===== src/rtl/survivor_pkg.sv =====
package survivor_pkg;
  typedef enum logic [1:0] {
    SEL_KEEP  = 2'b00,
    SEL_FROM0 = 2'b01,
    SEL_FROM1 = 2'b10,
    SEL_BAD   = 2'b11
  } selCode_e;

  typedef struct packed {
    logic shift;     // accepted update this cycle
    logic clear;     // flush request
    logic take1For0; // state 0 inherits state-1 history
    logic take0For1; // state 1 inherits state-0 history
  } pmStrobe_t;
endpackage


===== src/rtl/survivor_ctrl.sv =====
module survivor_ctrl
  import survivor_pkg::*;
#(
  parameter int DEPTH = 16
) (
  input  logic      clk,
  input  logic      rst,
  input  logic      inValid,
  input  logic [1:0] selCode,
  input  logic      flush,
  output pmStrobe_t strobe,
  output logic      outValid
);
  localparam int CW = (DEPTH > 2) ? $clog2(DEPTH) : 1;
  localparam logic [CW-1:0] FULL = CW'(DEPTH - 1);

  logic [CW-1:0] fillCnt;
  selCode_e      code;

  assign code = selCode_e'(selCode);

  always_comb begin
    strobe           = '0;
    strobe.clear     = flush;
    strobe.shift     = inValid && !flush;
    strobe.take1For0 = strobe.shift && (code == SEL_FROM1);
    strobe.take0For1 = strobe.shift && (code == SEL_FROM0);
  end

  always_ff @(posedge clk) begin
    if (rst || flush) begin
      fillCnt  <= '0;
      outValid <= 1'b0;
    end else begin
      outValid <= inValid && (fillCnt == FULL);
      if (inValid && fillCnt != FULL) fillCnt <= fillCnt + 1'b1;
    end
  end

  // the illegal code never requests a merge
  p_illegal_code_r6: assert property (@(posedge clk) disable iff (rst)
    (selCode == 2'b11) |-> !(strobe.take1For0 || strobe.take0For1));
  // a flush always silences the next cycle
  p_flush_quiet_r10: assert property (@(posedge clk) disable iff (rst)
    flush |=> !outValid);
  // a decision only follows an accepted update
  p_valid_cause_r8: assert property (@(posedge clk) disable iff (rst)
    outValid |-> $past(inValid && !flush));
endmodule


===== src/rtl/survivor_path.sv =====
module survivor_path
  import survivor_pkg::*;
#(
  parameter int DEPTH = 16
) (
  input  logic      clk,
  input  logic      rst,
  input  pmStrobe_t strobe,
  output logic      oldest0,
  output logic      oldest1
);
  logic [DEPTH-1:0] surv0, surv1;
  logic [DEPTH-1:0] next0, next1;

  for (genvar i = 0; i < DEPTH; i++) begin : g_stage
    if (i == 0) begin : g_head
      assign next0[0] = 1'b0;
      assign next1[0] = 1'b1;
    end else begin : g_body
      assign next0[i] = strobe.take1For0 ? surv1[i-1] : surv0[i-1];
      assign next1[i] = strobe.take0For1 ? surv0[i-1] : surv1[i-1];
    end
  end

  always_ff @(posedge clk) begin
    if (rst || strobe.clear) begin
      surv0 <= '0;
      surv1 <= '0;
    end else if (strobe.shift) begin
      surv0 <= next0;
      surv1 <= next1;
    end
  end

  assign oldest0 = surv0[DEPTH-1];
  assign oldest1 = surv1[DEPTH-1];

  // newest positions carry the state index
  p_newest_bits_r2: assert property (@(posedge clk) disable iff (rst)
    strobe.shift |=> (surv0[0] == 1'b0) && (surv1[0] == 1'b1));
  // without merge each survivor moves its own contents
  p_own_shift_r3: assert property (@(posedge clk) disable iff (rst)
    (strobe.shift && !strobe.take1For0 && !strobe.take0For1) |=>
      (surv0[DEPTH-1:1] == $past(surv0[DEPTH-2:0])) &&
      (surv1[DEPTH-1:1] == $past(surv1[DEPTH-2:0])));
  // state-1 survivor overwritten by state-0 history
  p_merge_from0_r4: assert property (@(posedge clk) disable iff (rst)
    (strobe.shift && strobe.take0For1) |=> surv1[DEPTH-1:1] == surv0[DEPTH-1:1]);
  // state-0 survivor overwritten by state-1 history
  p_merge_from1_r5: assert property (@(posedge clk) disable iff (rst)
    (strobe.shift && strobe.take1For0) |=> surv0[DEPTH-1:1] == surv1[DEPTH-1:1]);
  // idle cycles hold both survivors
  p_idle_hold_r7: assert property (@(posedge clk) disable iff (rst)
    (!strobe.shift && !strobe.clear) |=> $stable(surv0) && $stable(surv1));
  // flush empties both survivors
  p_flush_clear_r10: assert property (@(posedge clk) disable iff (rst)
    strobe.clear |=> (surv0 == '0) && (surv1 == '0));
endmodule


===== src/rtl/survivor_exchange.sv =====
module survivor_exchange
  import survivor_pkg::*;
#(
  parameter int DEPTH    = 16,
  parameter bit CHECK_EN = 1'b1
) (
  input  logic       clk,
  input  logic       rst,
  input  logic       inValid,
  input  logic [1:0] selCode,
  input  logic       flush,
  output logic       outValid,
  output logic       outBit,
  output logic       outMismatch
);
  pmStrobe_t strobe;
  logic      oldest0, oldest1;

  survivor_ctrl #(.DEPTH(DEPTH)) u_ctrl (
    .clk(clk), .rst(rst), .inValid(inValid), .selCode(selCode),
    .flush(flush), .strobe(strobe), .outValid(outValid)
  );

  survivor_path #(.DEPTH(DEPTH)) u_path (
    .clk(clk), .rst(rst), .strobe(strobe),
    .oldest0(oldest0), .oldest1(oldest1)
  );

  assign outBit = oldest0;

  if (CHECK_EN) begin : g_check
    assign outMismatch = outValid && (oldest0 != oldest1);
  end else begin : g_nocheck
    assign outMismatch = 1'b0;
  end

  // the flag never appears without a decision
  p_flag_qualified_r9: assert property (@(posedge clk) disable iff (rst)
    outMismatch |-> outValid);
  // depth must leave room for a body stage
  initial begin
    a_depth_r11: assert (DEPTH >= 2);
  end
endmodule


===== config.mk =====
export PLATFORM = sky130hd
export DESIGN_NAME = survivor_exchange
export DESIGN_NICKNAME = d
export VERILOG_FILES = /design/src/rtl/survivor_pkg.sv /design/src/rtl/survivor_ctrl.sv /design/src/rtl/survivor_path.sv /design/src/rtl/survivor_exchange.sv
export SDC_FILE = /design/constraint.sdc
export NUM_CORES = 1
export LEC_CHECK = 0
export BUFFER_PORTS_ARGS = -buffer_cell sky130_fd_sc_hd__buf_2
export CAP_MARGIN = 20
export CORE_MARGIN = 2
export CORE_UTILIZATION = 39
export CTS_CLUSTER_DIAMETER = 200
export DETAILED_ROUTE_END_ITERATION = 10
export GPL_TIMING_DRIVEN = 0
export PLACE_DENSITY = 0.57
export REMOVE_ABC_BUFFERS = 1
export SLEW_MARGIN = 20
export SYNTH_ARGS = -nofsm -noshare
export SYNTH_HDL_FRONTEND = slang
export SYNTH_SLANG_ARGS = --single-unit

===== constraint.sdc =====
create_clock -name clk -period 1.75 [get_ports clk]
set_input_delay 0.2625 -clock clk [delete_from_list [all_inputs] [get_ports clk]]
set_output_delay 0.2625 -clock clk [all_outputs]
set_load 0.02 [all_outputs]

Yosys cells after proc, flatten, opt, wreduce, memory -nomap -nowiden:

Cells that the tools add are included.

* $add $sub $neg: 1
* equality and inequality tests: 5
* multiplexer cells: 30
* reductions and logical operators: 8

Operators by type and width (count)
* two-way mux 1 bit: 30
* logical AND 1 bit: 6
* adder 4 x 1 -> 4 bit, second input constant: 1
* equality test 4 bit, second input constant: 1
* != test 4 bit, second input constant: 1
* equality test 2 x 1 -> 1 bit, second input constant: 1
* equality test 2 bit, second input constant: 1
* zero test 1 bit: 1
* logical OR 1 bit: 1
* != test 1 bit: 1

* register bits: 36
* output and inout bits: 3
* word-level logic and storage cells: 48

Longest topological paths before layout:

Gate-level depths: netlist of the first run.

* depth in word-level cells: 4
* gate-level depth with buffers: 5

Hierarchy:

A second synthesis of the first run with hierarchy kept.

* cells, all modules: 171
* area total of the unflattened synthesis: 1729.2 um^2

By module, submodules not included
* survivor_path: instances 1, cells each 139, area an instance 1450.1 um^2
* survivor_ctrl: instances 1, cells each 30, area an instance 264.0 um^2
* survivor_exchange: instances 1, cells each 2, area an instance 15.0 um^2

Worst setup path before layout of the first run:

No wires, ideal clock.

* kind: register to register
* start point: reg u_ctrl.fillCnt[0]
* end point: reg u_ctrl.fillCnt[0]
* data arrival time: 1.146 ns
* data required time: 1.680 ns
* path slack: 0.534 ns
* stages on the path, launching flop included: 5
* path buffers: 0
* cells stage by stage: dfxtp_1 ha_1 and3_1 or3_1 a21oi_1

* word-level cells in the longest chain between the ends: 2
* elaborated cells on any way between the ends: 3
* those cells by class: add/sub (1); eq/ne (1); reduce/logical (1)

RTL lines
* from (decl): RTL line survivor_ctrl.sv:17 `logic [CW-1:0] fillCnt;`
* from (signal assigned): RTL line survivor_ctrl.sv:36 `if (inValid && fillCnt != FULL) fillCnt <= fillCnt + 1'b1;`
* parallel branches: the longest is 2 deep, another holds adder 4 x 1 -> 4 bit

Several ways; the timed one is not identified.
A chain may end at the register's enable or synchronous reset.

Worst setup path after layout of the first run:

* start point: in inValid
* end point: reg u_path.surv1[5]

* word-level cells in the longest chain between the ends: 3

RTL lines
* from (decl): RTL line survivor_exchange.sv:9 `input logic inValid,`
* logical AND 1 bit *: RTL line survivor_ctrl.sv:25 `strobe.shift = inValid && !flush;`
* logical AND 1 bit: RTL line survivor_ctrl.sv:27 `strobe.take0For1 = strobe.shift && (code == SEL_FROM0);`
* two-way mux 1 bit: RTL line survivor_path.sv:21 `assign next1[i] = strobe.take0For1 ? surv0[i-1] : surv1[i-1];`
* to (signal assigned): RTL line survivor_path.sv:31 `surv1 <= next1;`
* to (decl): RTL line survivor_path.sv:12 `logic [DEPTH-1:0] surv0, surv1;`

Mark *: on every way between the ends. The rest lies on a longest branch, timed or not.

==> results of run 1 <==
## final cells by class
cell class                 count  area (um^2)  area share
multi-input combinational    118          731       0.444
sequential                    36          721       0.438
clock buffer                   8         90.1      0.0548
tap                           48         60.1      0.0365
timing repair buffer           8         40.0      0.0243
inverter                       1         3.75     0.00228
## per-layer routing
metal	GRT usage	share of wire	vias up
met5	0	0	-
met4	0.0689	0.0055	0
met3	0.0562	0.046	2
met2	0.288	0.47	26
met1	0.210	0.48	586
li1	-	-	609
## metrics by stage
stage	power (W)	std cells	setup TNS, ns	utilization
6_report	0.00154	219	0	0.446
3_3_place_gp	0.000958	211	-2.91	0.421
5_1_grt	0.00161	219	0	0.446
4_1_cts	0.00156	219	0	0.446
3_5_place_dp	0.000961	211	0	0.422
2_1_floorplan	0.000921	155	0	-
## placed cells by master (no fill, tap or decap), types with 2 or more instances in the layout
| master | n |
|---|---|
| a21oi_1 | 7 |
| a221o_1 | 14 |
| a31oi_1 | 11 |
| and2_1 | 15 |
| buf_2 | 8 |
| clkbuf_1 | 2 |
| clkbuf_8 | 6 |
| dfxtp_1 | 36 |
| mux2i_1 | 3 |
| nand2_1 | 24 |
| nand2b_1 | 2 |
| nand3_1 | 3 |
| nor2_1 | 5 |
| nor3_1 | 2 |
| o21ai_0 | 17 |
## logic make-up after synthesis
family,after synthesis
simple gates,61
compound gates,52
flops,36
buf+inv,13
mux,3
xor+xnor,1
fa+ha+maj,1
## path summary, 6_finish.rpt
check	slack, ns	start	to	cells after the start
max	0.32	inValid	u_path.surv1[5]	4
min	0.36	rst	u_ctrl.outValid	3
max reg2reg	0.43	u_ctrl.fillCnt[0]	u_ctrl.fillCnt[0]	4
min reg2reg	0.48	u_path.surv0[6]	u_path.surv0[7]	2
## power groups by stage
stage / clock network [W] / logic [W] / registers, W
global route: 0.000658 / 0.000103 / 0.000851
floorplan: 0 / 0.0000556 / 0.000865
global placement: 0 / 0.0000909 / 0.000867
finish: 0.000598 / 0.0000928 / 0.000849
detailed placement: 0 / 0.0000933 / 0.000868
CTS: 0.000615 / 0.0000939 / 0.000849
## worst register-to-register path, cell delays in order, from the launching register on
cell and delay, ns:
dfxtp_1 0.33, ha_1 0.24, and3_1 0.23, or3_1 0.31, a21oi_1 0.14
## sequential cells by signal, indices dropped and copies added, names as in the netlist
register	flops
u_ctrl.fillCnt	4
u_ctrl.outValid	1
u_path.surv0	15
u_path.surv1	16
==> metrics.yaml, run 1 <==
status:
  outcome: "finished, final reports clean"
run:
  cap_violations: 0
die:
  core.rowCount: 22
  core-area_mm2: 0.00369
  die_width_um: 66.3
  die-area_mm2: 0.00440
  io_pins: 9
  start_util: 0.410
  die_h_um: 66.3
logic_synthesis:
  synth_compound_area_frac: 0.233
  synthCells: 167
  synth_top_family_by_area: "compound AO/OA/AOI/OAI gates"
  synth_cell_types: 31
  synth_top_area_share: 0.476
  synth_edf_count: 0
  ys_warn_count: 0
  synth_common_cells: "36 x dfxtp_1, 24 x nand2_1, 17 x o21ai_0"
  synth_ff_type: "dfxtp_1"
  netlist_top_cells_area: "dfxtp_1 48%, a221o_1 9.3%, and2_1 6.2%"
  netlist_area_mm2: 0.00151
  synth_fa_ha_area_frac: 0.00826
  synthMuxAreaShare: 0.0198
  yosysTopAreaCell: "dfxtp_1"
  ys_seq_elements: 36
  synthSimpleGateAreaFrac: 0.214
  avgSynthCellArea_um2: 9.07
  yosysSeqAreaShare: 0.476
  async_flop_share: 0
  synth.most_common_cell: "dfxtp_1"
  synthXorXnorAreaFrac: 0.00579
routing:
  drc: 0
  wl_per_cell_um: 15.0
  drtAntennaViolNets: 0
  routed_via_density: 5.58
  drt_iter0_drc: 101
  dr.pass1.iters: 4
  via_count: 1223
  drt-total-wl_um: 3280
sta:
  setup_viol: 0
  worst_slack_ns: 0.322
  hold_violations: 0
  period_share: 0.816
  rsz0062_at_grt: "false"
  slew_headroom: 0.352
  whs_ns: 0.357
  slew_violations: 0
  worstMarginPinSlew_ns: 0.969
  skew_ns: 0.00414
  fin_crit_ns: 1.43
  fmax_mhz: 700
clock_network:
  clk_pin_slew_ns: 0.07
  numClockSinks: 36
  clockBufferDepth: 2
  clock-root-buffer: "clkbuf_8"
  holdBufCountCts: 0
  cts_resized: 0
  cts_setup_buffers: 0
  numCtsBuffers: 5
  clk_latency_ns: 0.29
  cts_tree: "built"
  h-tree-depth: 2
critical_path:
  path_class: "input port to flip-flop"
  arrival_ns: 1.65
  endpoint_kind: "flip-flop"
  cpPeakStageDelay_ns: 0.47
  critPathTopFamily: "simple AND/OR/NAND/NOR gates"
  path_max_fanout: 20
  path_cells: "buf_2, or3b_4, nor2b_4, a221o_1"
  cp.required_ns: 1.98
  path_buf_inv: 1
  crit_path_start_kind: "input port"
  cp_slowest_cell: "or3b_4"
layout:
  diodes: 0
  area_growth_pct: 8.68
  layout-drive-gt1-share: 0.117
  nets: 177
  num-fill-cells: 385
  fin_area_mm2: 0.00165
power_and_ir_drop:
  clock_power_share: 0.388
  power.internal_w: 0.00119
  ir_worst_vdd_uv: 387
  p_sw_w: 0.000354
  p_comb_frac: 0.060
  p_leak_nw: 0.606
  switching_share: 0.230
  power_density_mw_per_mm2: 936
  pwr-share-seq: 0.551
global_route:
  grt_use_total: 0.175
  grt_pass1_wl_um: 5680
  grt_max_degree: 21
  antenna_found_initial: 0
  grt_pass1_vias: 1179
  grt_overflow: 0
placement:
  dpl_worst_slack_ns: 0.0165
  dp_hpwl_um: 1990
  placed_area_mm2: 0.00156
  port_buffers: 8
  gp_congestion: 0.719
worst_hold_path:
  holdCritPathClass: "input port to flip-flop"
No activity file was read; power rests on OpenSTA's default activity.
==> run 2, diff against run 1 <==
--- a/config.mk
+++ b/config.mk
@@ -12,7 +12,7 @@
 export CTS_CLUSTER_DIAMETER = 200
 export DETAILED_ROUTE_END_ITERATION = 10
 export GPL_TIMING_DRIVEN = 0
-export PLACE_DENSITY = 0.57
+export PLACE_DENSITY = 0.59
 export REMOVE_ABC_BUFFERS = 1
 export SLEW_MARGIN = 20
 export SYNTH_ARGS = -nofsm -noshare
==> constraint.sdc (replaced) <==
create_clock -name clk -period 1.25 [get_ports clk]
set_input_delay 0.1875 -clock clk [delete_from_list [all_inputs] [get_ports clk]]
set_output_delay 0.1875 -clock clk [all_outputs]
set_load 0.02 [all_outputs]
==> metrics.yaml, run 2 (synthesis gave the netlist of run 1 again) <==
status:
  outcome: "finished, final reports clean"  # unchanged
global_route:
  met2_usage: 0.283  # was 0.288
  grt_pass1_wl_um: 5720  # was 5680 um
  busiest_layer: "met2"  # unchanged
  use_met1: 0.227  # was 0.210
  grt_use_total: 0.175  # about the same
  antenna_found_initial: 0  # unchanged
  grt_overflow: 0  # unchanged
  grt_max_degree: 21  # unchanged
  met3_usage: 0.0409  # was 0.0562
  grt_pass1_vias: 1208  # was 1179
layout:
  area_growth_pct: 14.0  # was 8.68%
  num-fill-cells: 362  # was 385
  most-common-layout-cells: "32 x dfxtp_1, 24 x nand2_1, 17 x o21ai_0, 15 x and2_1, 14 x a221o_1"  # was 36 x dfxtp_1, 24 x nand2_1, 17 x o21ai_0, 15 x and2_1, 14 x a221o_1
  layout-drive-gt1-share: 0.190  # was 0.117
  top_register: "u_path.surv1"  # unchanged
  mostFrequentLayoutCell: "dfxtp_1"  # unchanged
  reg_top3: "u_path.surv1 (16), u_path.surv0 (15), u_ctrl.fillCnt (4)"  # unchanged
  diodes: 0  # unchanged
  fin_area_mm2: 0.00173  # was 0.00165 mm^2
  nets: 181  # was 177
  largest_reg_flops: 16  # unchanged
die:
  io_pins: 9  # unchanged
  core.rowCount: 22  # unchanged
  die-area_mm2: 0.00440  # unchanged
  core-area_mm2: 0.00369  # unchanged
  die_h_um: 66.3  # unchanged
  die_width_um: 66.3  # unchanged
  start_util: 0.410  # unchanged
sta:
  whs_ns: 0.317  # was 0.357 ns
  worstMarginPinSlew_ns: 0.598  # was 0.969 ns
  fin_crit_ns: 1.22
  period_share: 0.975
  fmax_mhz: 821
  slew_headroom: 0.601  # was 0.352
  hold_violations: 0  # unchanged
  skew_ns: 0.00921  # was 0.00414 ns
  rsz0062_at_grt: "true"  # was false
  setup_viol: 0  # unchanged
  slew_violations: 0  # unchanged
power_and_ir_drop:
  clock_power_share: 0.368  # was 0.388
  p_leak_nw: 0.631  # was 0.606 nW
  power.internal_w: 0.00160  # was 0.00119 W
  power_density_mw_per_mm2: 1230  # was 936 mW/mm^2
  ir_worst_vdd_uv: 614  # was 387 uV
  p_total_w: 0.00212  # was 0.00154 W
  pwr-share-seq: 0.562  # was 0.551
  p_comb_frac: 0.070  # was 0.060
  p_sw_w: 0.000514  # was 0.000354 W
  switching_share: 0.243  # was 0.230
worst_hold_path:
  holdCritPathClass: "input port to flip-flop"  # unchanged
critical_path:
  startpoint: "u_path.surv0[15]"  # was inValid
  ff2ff_path_depth: 4  # unchanged
  crit_path_start_kind: "flip-flop"  # was input port
  reg2reg_from: "u_ctrl.fillCnt[0]"  # unchanged
  endpoint_kind: "output port"  # was flip-flop
  path_class: "flip-flop to output port"  # was input port to flip-flop
  r2r_slack_ns: 0.04  # was 0.43 ns
  path_max_fanout: 3  # was 20
  cp.required_ns: 1.06  # was 1.98 ns
  reg2reg_to: "u_ctrl.fillCnt[0]"  # unchanged
  worstSetupEndpoint: "outMismatch"  # was u_path.surv1[5]
  arrival_ns: 1.03  # was 1.65 ns
placement:
  port_buffers: 8  # unchanged
  placed_area_mm2: 0.00156  # unchanged
  gp_congestion: 0.726  # was 0.719
  dp_hpwl_um: 2040  # was 1990 um
routing:
  drt_iter0_drc: 97  # was 101
  drc: 0  # unchanged
  routed_via_density: 5.70  # was 5.58
  wl_per_cell_um: 15.3  # was 15.0 um
  via_count: 1265  # was 1223
  drt-total-wl_um: 3400  # was 3280 um
  dr.pass1.iters: 4  # unchanged
  drtAntennaViolNets: 0  # unchanged
clock_network:
  cts_tree: "built"  # unchanged
  clk_pin_slew_ns: 0.08  # was 0.07 ns
  holdBufCountCts: 0  # unchanged
  clockBufferDepth: 2  # unchanged
  numClockSinks: 36  # unchanged
  h-tree-depth: 2  # unchanged
  clock-root-buffer: "clkbuf_8"  # unchanged
  clk_latency_ns: 0.29  # about the same
  numCtsBuffers: 5  # unchanged
run:
  cap_violations: 0  # unchanged
-- run 2: changes by cell type in the layout (fill, tap and decap cells not counted), sizes merged --
cell,delta
clkbuf,-1
buf,+3
clkinv,+1
-- run 2: worst max-delay path, cell delays in order, from the launching register on --
cell and delay [ns]:
dfxtp_2 0.33, xor2_1 0.15, and2_1 0.14, buf_6 0.13
-- run 2: repair_timing --
| action | in CTS | in global routing |
|---|---|---|
| setup endpoints to repair | 31 | 16 |
| pin swaps | 1 | 2 |
| resized for setup | 9 | 6 |
| buffers inserted | 4 | 0 |
-- run 2: routing by layer --
layer / share of wire / vias to the layer above
li1: - / 615
met1: 0.48 / 622
met2: 0.47 / 24
met3: 0.040 / 4
met4: 0.012 / 0
met5: 0 / -
-- run 2: power by group through the flow --
stage / Combinational (W) / Clock, W / Sequential [W]
after detailed placement: 0.000130 / 0 / 0.00121
after global routing: 0.000163 / 0.000851 / 0.00119
after floorplan: 0.0000779 / 0 / 0.00121
after CTS: 0.000143 / 0.000789 / 0.00119
final: 0.000148 / 0.000778 / 0.00119
after global placement: 0.000128 / 0 / 0.00121
-- run 2: area by class of cell --
| class | count | area [um^2] | share of cell area |
|---|---|---|---|
| multi-input combinational | 118 | 768 | 0.445 |
| sequential | 36 | 726 | 0.420 |
| timing repair buffer | 12 | 91.3 | 0.0529 |
| clock buffer | 6 | 72.6 | 0.0420 |
| tap | 48 | 60.1 | 0.0348 |
| clock inverter | 1 | 5.00 | 0.00290 |
| inverter | 1 | 3.75 | 0.00217 |
-- run 2: stage by stage --
stage / utilization / setup WS [ns] / instances / TNS (ns)
2_1_floorplan: - / 0.0340 / 155 / 0
6_report: 0.468 / 0.0317 / 222 / 0
3_3_place_gp: 0.421 / -0.700 / 211 / -14.81
3_5_place_dp: 0.422 / -0.403 / 211 / -10.40
5_1_grt: 0.468 / -0.00362 / 222 / -0.00362
4_1_cts: 0.461 / 0.00223 / 222 / 0
-- run 2: how the worst min path moves through the flow --
stage,startpoint,endpoint,depth (start not counted)
5_1_grt,rst,u_ctrl.outValid,3
3_3_place_gp,u_path.surv0[9],u_path.surv0[10],2
6_report,rst,u_ctrl.outValid,3
3_5_place_dp,u_path.surv0[9],u_path.surv0[10],2
4_1_cts,rst,u_ctrl.outValid,3
2_1_floorplan,inValid,u_path.surv1[0],2
